### config.mk
export PLATFORM = sky130hd
export DESIGN_NAME = sci_steer
export DESIGN_NICKNAME = d
export VERILOG_FILES = /design/src/rtl/sci_steer_pkg.sv /design/src/rtl/sci_ctl_reg.sv /design/src/rtl/sci_route_fsm.sv /design/src/rtl/sci_steer.sv
export SDC_FILE = /design/constraint.sdc
export NUM_CORES = 1
export LEC_CHECK = 0
export BUFFER_PORTS_ARGS = -buffer_cell sky130_fd_sc_hd__buf_2
export CAP_MARGIN = 15
export CORE_ASPECT_RATIO = 1.25
export CORE_UTILIZATION = 40
export CTS_CLUSTER_DIAMETER = 40
export DETAILED_ROUTE_END_ITERATION = 7
export PLACE_DENSITY = 0.89
export SLEW_MARGIN = 20
export SYNTH_ARGS = -nofsm -noshare
export SYNTH_HDL_FRONTEND = slang
export SYNTH_SLANG_ARGS = --single-unit
### constraint.sdc
create_clock -name clk -period 5 [get_ports clk]
set_input_delay 1 -clock clk [delete_from_list [all_inputs] [get_ports clk]]
set_output_delay 1 -clock clk [all_outputs]
set_load 0.05 [all_outputs]
### src/rtl/sci_steer_pkg.sv
package sci_steer_pkg;

    localparam int PIN_W       = 5;
    localparam int SEL_W       = 3;
    localparam int CTL_W       = 8;
    localparam int EN_BIT      = 7;
    localparam int LEGACY_PINS = 16;

    typedef logic [PIN_W-1:0] pin_t;

    typedef struct packed {
        pin_t pin;
        logic ok;
    } route_t;

    typedef enum logic {
        ST_LIVE = 1'b0,
        ST_DROP = 1'b1
    } route_st_t;

    function automatic route_t decode_sel(input logic [SEL_W-1:0] sel);
        route_t r;
        r.ok  = 1'b1;
        r.pin = pin_t'(9);
        case (sel)
            3'd0: r.pin = pin_t'(9);
            3'd1: r.pin = pin_t'(10);
            3'd2: r.pin = pin_t'(11);
            3'd4: r.pin = pin_t'(20);
            3'd5: r.pin = pin_t'(21);
            default: begin
                r.pin = '0;
                r.ok  = 1'b0;
            end
        endcase
        return r;
    endfunction

    function automatic logic on_apic_side(input pin_t p);
        return 32'(p) >= LEGACY_PINS;
    endfunction

endpackage

### src/rtl/sci_ctl_reg.sv
module sci_ctl_reg
    import sci_steer_pkg::*;
#(
    parameter int BASE_W     = 16,
    parameter int ALIGN_BITS = 7
) (
    input  logic              clk,
    input  logic              rst,
    input  logic              we,
    input  logic [CTL_W-1:0]  wdata,
    input  logic [BASE_W-1:0] base_raw,
    output logic [CTL_W-1:0]  ctl_next,
    output logic              pm_en,
    output logic [BASE_W-1:0] base_eff
);
    localparam logic [BASE_W-1:0] BASE_MASK = ~((BASE_W)'((1 << ALIGN_BITS) - 1));

    logic [CTL_W-1:0] ctl_q;

    assign ctl_next = we ? wdata : ctl_q;

    always_ff @(posedge clk) begin
        if (rst) ctl_q <= '0;
        else     ctl_q <= ctl_next;
    end

    assign pm_en    = ctl_q[EN_BIT];
    assign base_eff = pm_en ? (base_raw & BASE_MASK) : '0;

    a_r7_base_gated: assert property (@(posedge clk) disable iff (rst)
        !pm_en |-> (base_eff == '0));

    a_r7_en_follows_write: assert property (@(posedge clk) disable iff (rst)
        we |=> (pm_en == $past(wdata[EN_BIT])));

endmodule

### src/rtl/sci_route_fsm.sv
module sci_route_fsm
    import sci_steer_pkg::*;
(
    input  logic             clk,
    input  logic             rst,
    input  logic [SEL_W-1:0] sel_next,
    input  logic             sci_in,
    output pin_t             pin,
    output logic             valid,
    output logic             apic,
    output logic             level
);
    route_st_t st;
    route_t    nr;
    logic      moving;

    assign nr     = decode_sel(sel_next);
    assign moving = level && ((nr.pin != pin) || !nr.ok);

    always_ff @(posedge clk) begin
        if (rst) begin
            st    <= ST_LIVE;
            pin   <= pin_t'(9);
            valid <= 1'b1;
            level <= 1'b0;
        end else begin
            case (st)
                ST_LIVE: begin
                    if (moving) begin
                        st    <= ST_DROP;
                        level <= 1'b0;
                    end else begin
                        pin   <= nr.pin;
                        valid <= nr.ok;
                        level <= sci_in & nr.ok;
                    end
                end
                default: begin
                    st    <= ST_LIVE;
                    pin   <= nr.pin;
                    valid <= nr.ok;
                    level <= sci_in & nr.ok;
                end
            endcase
        end
    end

    assign apic = valid && on_apic_side(pin);

    a_r4_no_overlap: assert property (@(posedge clk) disable iff (rst)
        level |=> (!level || $stable(pin)));

    a_r2_reserved_quiet: assert property (@(posedge clk) disable iff (rst)
        !valid |-> (!level && !apic));

    a_r1_pin_legal: assert property (@(posedge clk) disable iff (rst)
        valid |-> (pin == 5'd9 || pin == 5'd10 || pin == 5'd11 ||
                   pin == 5'd20 || pin == 5'd21));

    a_r4_drop_is_low: assert property (@(posedge clk) disable iff (rst)
        (st == ST_DROP) |-> (!level && valid));

endmodule

### src/rtl/sci_steer.sv
module sci_steer
    import sci_steer_pkg::*;
#(
    parameter int BASE_W     = 16,
    parameter int ALIGN_BITS = 7
) (
    input  logic              clk,
    input  logic              rst,
    input  logic              sci_in,
    input  logic              ctl_we,
    input  logic [7:0]        ctl_wdata,
    input  logic [BASE_W-1:0] pm_base_raw,
    output logic [4:0]        tgt_pin,
    output logic              tgt_valid,
    output logic              tgt_apic,
    output logic              tgt_level,
    output logic              pm_io_en,
    output logic [BASE_W-1:0] pm_base_eff
);
    logic [CTL_W-1:0] ctl_next;
    pin_t             pin_w;

    sci_ctl_reg #(
        .BASE_W     (BASE_W),
        .ALIGN_BITS (ALIGN_BITS)
    ) u_ctl (
        .clk      (clk),
        .rst      (rst),
        .we       (ctl_we),
        .wdata    (ctl_wdata),
        .base_raw (pm_base_raw),
        .ctl_next (ctl_next),
        .pm_en    (pm_io_en),
        .base_eff (pm_base_eff)
    );

    sci_route_fsm u_route (
        .clk      (clk),
        .rst      (rst),
        .sel_next (ctl_next[SEL_W-1:0]),
        .sci_in   (sci_in),
        .pin      (pin_w),
        .valid    (tgt_valid),
        .apic     (tgt_apic),
        .level    (tgt_level)
    );

    assign tgt_pin = pin_w;

    a_r6_apic_range: assert property (@(posedge clk) disable iff (rst)
        tgt_apic |-> (tgt_valid && tgt_pin >= 5'd16));

endmodule

**Word-level counts from Yosys, hierarchy flattened**

Cells that the tools add are included.

- Output and inout port bits: 25
- Bits of input ports: 28
- Register bits after elaboration: 16

- Reductions and logical operators: 7
- Bitwise operators: 1
- Multiplexer cells: 11
- Eq/ne operators: 6
- Order comparisons: 1

Operators by type and width:

| cell | count |
|---|---|
| one-hot mux 5 bit (5 select lines) | 1 |
| two-way mux 16 bit | 1 |
| two-way mux 5 bit | 2 |
| equality test 3 bit (second input constant) | 2 |
| two-way mux 1 bit | 6 |
| >= comparator 5 bit (second input constant) | 1 |
| != test 5 bit | 1 |
| OR reduction 5 bit | 1 |
| equality test 3 x 1 -> 1 bit (second input constant) | 1 |
| equality test 3 x 2 -> 1 bit (second input constant) | 1 |
| logical NOT 3 bit | 1 |
| two-way mux 3 bit | 1 |
| logical AND 1 bit | 2 |
| != test 2 x 1 -> 1 bit (second input constant) | 1 |
| OR reduction 2 bit | 1 |
| AND 1 bit | 1 |
| logical NOT 1 bit | 1 |
| logical OR 1 bit | 1 |

**Logic depth before layout (Yosys ltp)**

- Depth after elaboration: 9
- Gate-level depth with buffers: 6
- Depth with buffers taken out: 5

**Modules after synthesis**

Synthesis repeated with hierarchy kept, for this count alone.

- Cell total of the unflattened synthesis: 86
- Area total of the unflattened synthesis: 839.6 µm²

By module, submodules not included:

| module | cells each | area each (µm²) | instances |
|---|---|---|---|
| sci_ctl_reg | 42 | 454.2 | 1 |
| sci_route_fsm | 44 | 385.4 | 1 |

**Least setup slack after synthesis**

Ideal clock, no wire load.

- Kind: input -> register
- From: input ctl_we
- To: register u_route.pin[1]
- Arrival time: 2.499 ns
- Path buffers: 1
- Stages on the path: 6
- Data required time: 4.879 ns
- Setup time: 0.121 ns
- Slack: 2.379 ns
- Cell sequence: buf_6 > mux2i_1 > nor3b_2 > or3_4 > a32o_2 > mux2_4

- Cells in the longest elaborated chain, start to end: 8

Ends and longest elaborated chain:

| item | line | RTL |
|---|---|---|
| from (decl) | sci_steer.sv:10 | `input logic ctl_we,` |
| two-way mux 3 bit * | sci_ctl_reg.sv:20 | `assign ctl_next = we ? wdata : ctl_q;` |
| branches (longest 7 deep; another with one-hot mux 5 bit (5 select lines)) | n/a |  |
| to (signal assigned) | sci_route_fsm.sv:23 | `pin <= pin_t'(9);` |
| to (signal assigned) | sci_route_fsm.sv:33 | `pin <= nr.pin;` |
| to (signal assigned) | sci_route_fsm.sv:40 | `pin <= nr.pin;` |
| to (decl) | sci_route_fsm.sv:8 | `output pin_t pin,` |

Mark *: on every way between the ends. The select of a mux whose other input is x is not followed.
A chain may end at the register's enable or synchronous reset.

**Worst setup path in the final report**

Ends and elaborated chain as after synthesis.

==> qor.csv <==
metric,value,unit
top_level_ports,53,
synth_cells,77,
globalRouteOverflowTotal,0,
ctsResizeCount,0,
route.final.wire_length,1.417,mm
layout_commonest_cell,sky130_fd_sc_hd__buf_2,
fp.dieH,49.50,um
core_area,1622,sq um
synth_seq_area_share,30.50,%
met2RoutedLength,681,um
fillCellCount,163,
timing.critical_path.slowest_cell_delay,0.45,ns
detail_route.drc_violations,0,
cts-buffers-inserted,3,
root_buffer,sky130_fd_sc_hd__clkbuf_4,
route.antenna.remaining_nets,0,
row_count,16,
drt_pass1_iterations,4,
rsz0062_at_grt,false,
max-vdd-ir-drop,0.0001412,V
top_layer,met4,
postSynthRegisterBits,11,
register_area,220.2,sq um
report.final.setup_viol,0,
cp_cell_sequence,buf_2 -> mux2i_1 -> nor3b_2 -> or3_4 -> a32o_2 -> mux2_4,
postCtsSetupRepairBufs,0,
maxSlewViolCount,0,
insertion_delay,0.28,ns
final_layout_size_suffix_gt1_share,42.34,%
status,completed,
cts_hold_repair.buffers,0,
clk_pin_slew,0.07,ns
grt_first_pass_wirelength,2.118,mm
routed-wl-met3,148,um
min_path_type,reg2reg,
min_path_cells,2,
post-route-cell-area,888.4,sq um
period_share,51.40,%
max_cap_violations,0,
cp-start-kind,input pin,
synth.distinct_cells,27,
first_global_vias,560,
chipWidth,40,um
area.growth.synth_to_final,23.05,%
slowest_stage,sky130_fd_sc_hd__mux2i_1,
layout.cells.most_common_list,"34 x sky130_fd_sc_hd__buf_2, 12 x sky130_fd_sc_hd__nor2_1, 11 x sky130_fd_sc_hd__dfxtp_1",
final.setup.tns,0,ns
grt_start_max_net_pins,17,
initial_utilization,44.52,%
timing.critical_path.required,5.17,ns
synth.avg_cell_area,9.376,sq um
place.port_buffers,34,
netlist.area_leader.share,30.50,%
leakagePower,0.4469,nW
synth.yosys.warnings,0,
finalNonFillerCells,129,
number_of_antenna_cells_inserted,0,
cts_htree_levels,1,
placed_cell_area,862.1,sq um
multiInputGateArea,445.4,sq um
finalWorstPathRequiredPeriod,2.570,ns
grt_antenna_before_repair,0,
clkSinkCount,11,
avgViaCountPerCell,5.031,
fp.dieArea,1980,sq um
crit_path_max_fanout,5,
cts_max_path_buffers,2,
global_route.usage.total,15.44,%
hold_viol_final,0,
endpoint_kind,flip-flop,
worstPathArrival,2.74,ns
num-nets-final,140,
met1_length,545,um
hpwl,1.052,mm
setup.worst_path.class,in2reg,
power_density_over_cell_area,301.2,nW/um^2
fin_skew,0.006118,ns
report.power.total,0.0002676,W
fmax,0.3891,GHz
clock_tree_from_tritoncts,done,
synth.largest_area_cell,sky130_fd_sc_hd__dfxtp_1,
via_count,649,
drt-initial-drc-count,6,
drt-wirelength-per-cell,10.98,um
gpl_congestion,0.8238,
dp.cells,125,
synth.area.top_cells,"sky130_fd_sc_hd__dfxtp_1 31%, sky130_fd_sc_hd__and2_1 8.7%, sky130_fd_sc_hd__mux2i_1 8.3%, sky130_fd_sc_hd__buf_4 8.3%, sky130_fd_sc_hd__mux2i_4 6.2%",
ff2ff_path_depth,5,
area_of_the_mapped_netlist,721.9,sq um
==> stage by stage <==
step	setup slack, ns	util (%)	hold slack, ns
2_1_floorplan	2.379	-	0.5347
3_3_place_gp	2.184	53.16	0.5074
3_5_place_dp	2.140	53.16	0.5083
4_1_cts	2.424	54.78	0.5286
5_1_grt	2.302	54.78	0.5994
6_report	2.430	54.78	0.5268
==> worst paths after layout <==
path / startpoint / end / slack, ns
worst max register to register: u_ctl.ctl_q[2]$_SDFF_PP0_ / u_route.pin[1]$_SDFFE_PP0P_ / 3.14
worst min register to register: u_route.valid$_SDFFE_PP1P_ / u_route.valid$_SDFFE_PP1P_ / 0.53
worst max-delay path: ctl_we / u_route.pin[1]$_SDFFE_PP0P_ / 2.43
worst min-delay path: u_route.valid$_SDFFE_PP1P_ / u_route.valid$_SDFFE_PP1P_ / 0.53
==> sequential cells by signal, indices dropped and copies added, names as in the netlist <==
signal	flops
u_ctl.ctl_q	4
u_route.level	1
u_route.st	1
u_route.pin	4
u_route.valid	1
==> critical path, delay by kind of cell <==
kind            cells  cell delay, ns
compound gates      1            0.32
buf+inv             1            0.20
mux                 2            0.75
simple gates        2            0.48
==> Yosys cell counts <==
master,count
sky130_fd_sc_hd__mux2_2,1
sky130_fd_sc_hd__o21ai_0,2
sky130_fd_sc_hd__and2_1,10
sky130_fd_sc_hd__nor3b_2,1
sky130_fd_sc_hd__buf_4,8
sky130_fd_sc_hd__nor4b_1,1
sky130_fd_sc_hd__and2_4,1
sky130_fd_sc_hd__mux2i_1,6
sky130_fd_sc_hd__nand2b_1,1
sky130_fd_sc_hd__nor2b_1,2
sky130_fd_sc_hd__nor4b_2,1
sky130_fd_sc_hd__clkbuf_1,1
sky130_fd_sc_hd__xnor2_1,2
sky130_fd_sc_hd__or3_4,1
sky130_fd_sc_hd__nor3_1,4
sky130_fd_sc_hd__a32o_2,1
sky130_fd_sc_hd__mux2i_4,2
sky130_fd_sc_hd__inv_1,1
sky130_fd_sc_hd__o41a_1,1
sky130_fd_sc_hd__mux2_4,1
sky130_fd_sc_hd__a32oi_2,1
sky130_fd_sc_hd__buf_6,1
sky130_fd_sc_hd__dfxtp_1,11
sky130_fd_sc_hd__nand2_1,1
sky130_fd_sc_hd__nand3b_1,2
sky130_fd_sc_hd__conb_1,1
sky130_fd_sc_hd__nor2_1,12
==> where the power goes <==
group | switching [W] | leakage [nW] | total [W] | internal, W
clock network | 0.0000314 | 0.0150 | 0.0000624 | 0.0000310
registers | 0.00000724 | 0.0907 | 0.000102 | 0.0000952
logic | 0.0000702 | 0.341 | 0.000103 | 0.0000325
total | 0.000109 | 0.447 | 0.000268 | 0.000159
==> cell type report <==
type                    count  share of cell area, %
repair buffers             34                  19.15
multi-input cells          61                  50.14
inverters                   1                 0.4225
well taps                  18                  2.535
flip-flops and latches     11                  24.79
clock buffers               4                  2.958
==> layer usage <==
layer | up-vias | track usage, %
met4 | 0 | 11.49
met2 | 39 | 26.08
met1 | 291 | 15.13
met5 | - | 0
met3 | 5 | 3.153
li1 | 314 | -
==> kinds of logic (layout without fill, tap and decap cells) <==
logic type | after synthesis | in the layout | share of synthesized area, %
AND/OR/NAND/NOR | 37 | 37 | 30.67
flip-flops | 11 | 11 | 30.50
buffers and inverters | 11 | 39 | 10.92
multiplexers | 10 | 10 | 18.20
AO/OA/AOI/OAI | 5 | 5 | 6.760
XOR/XNOR | 2 | 2 | 2.427
other | 1 | 7 | 0.5194
No activity file was read; power rests on OpenSTA's default activity.
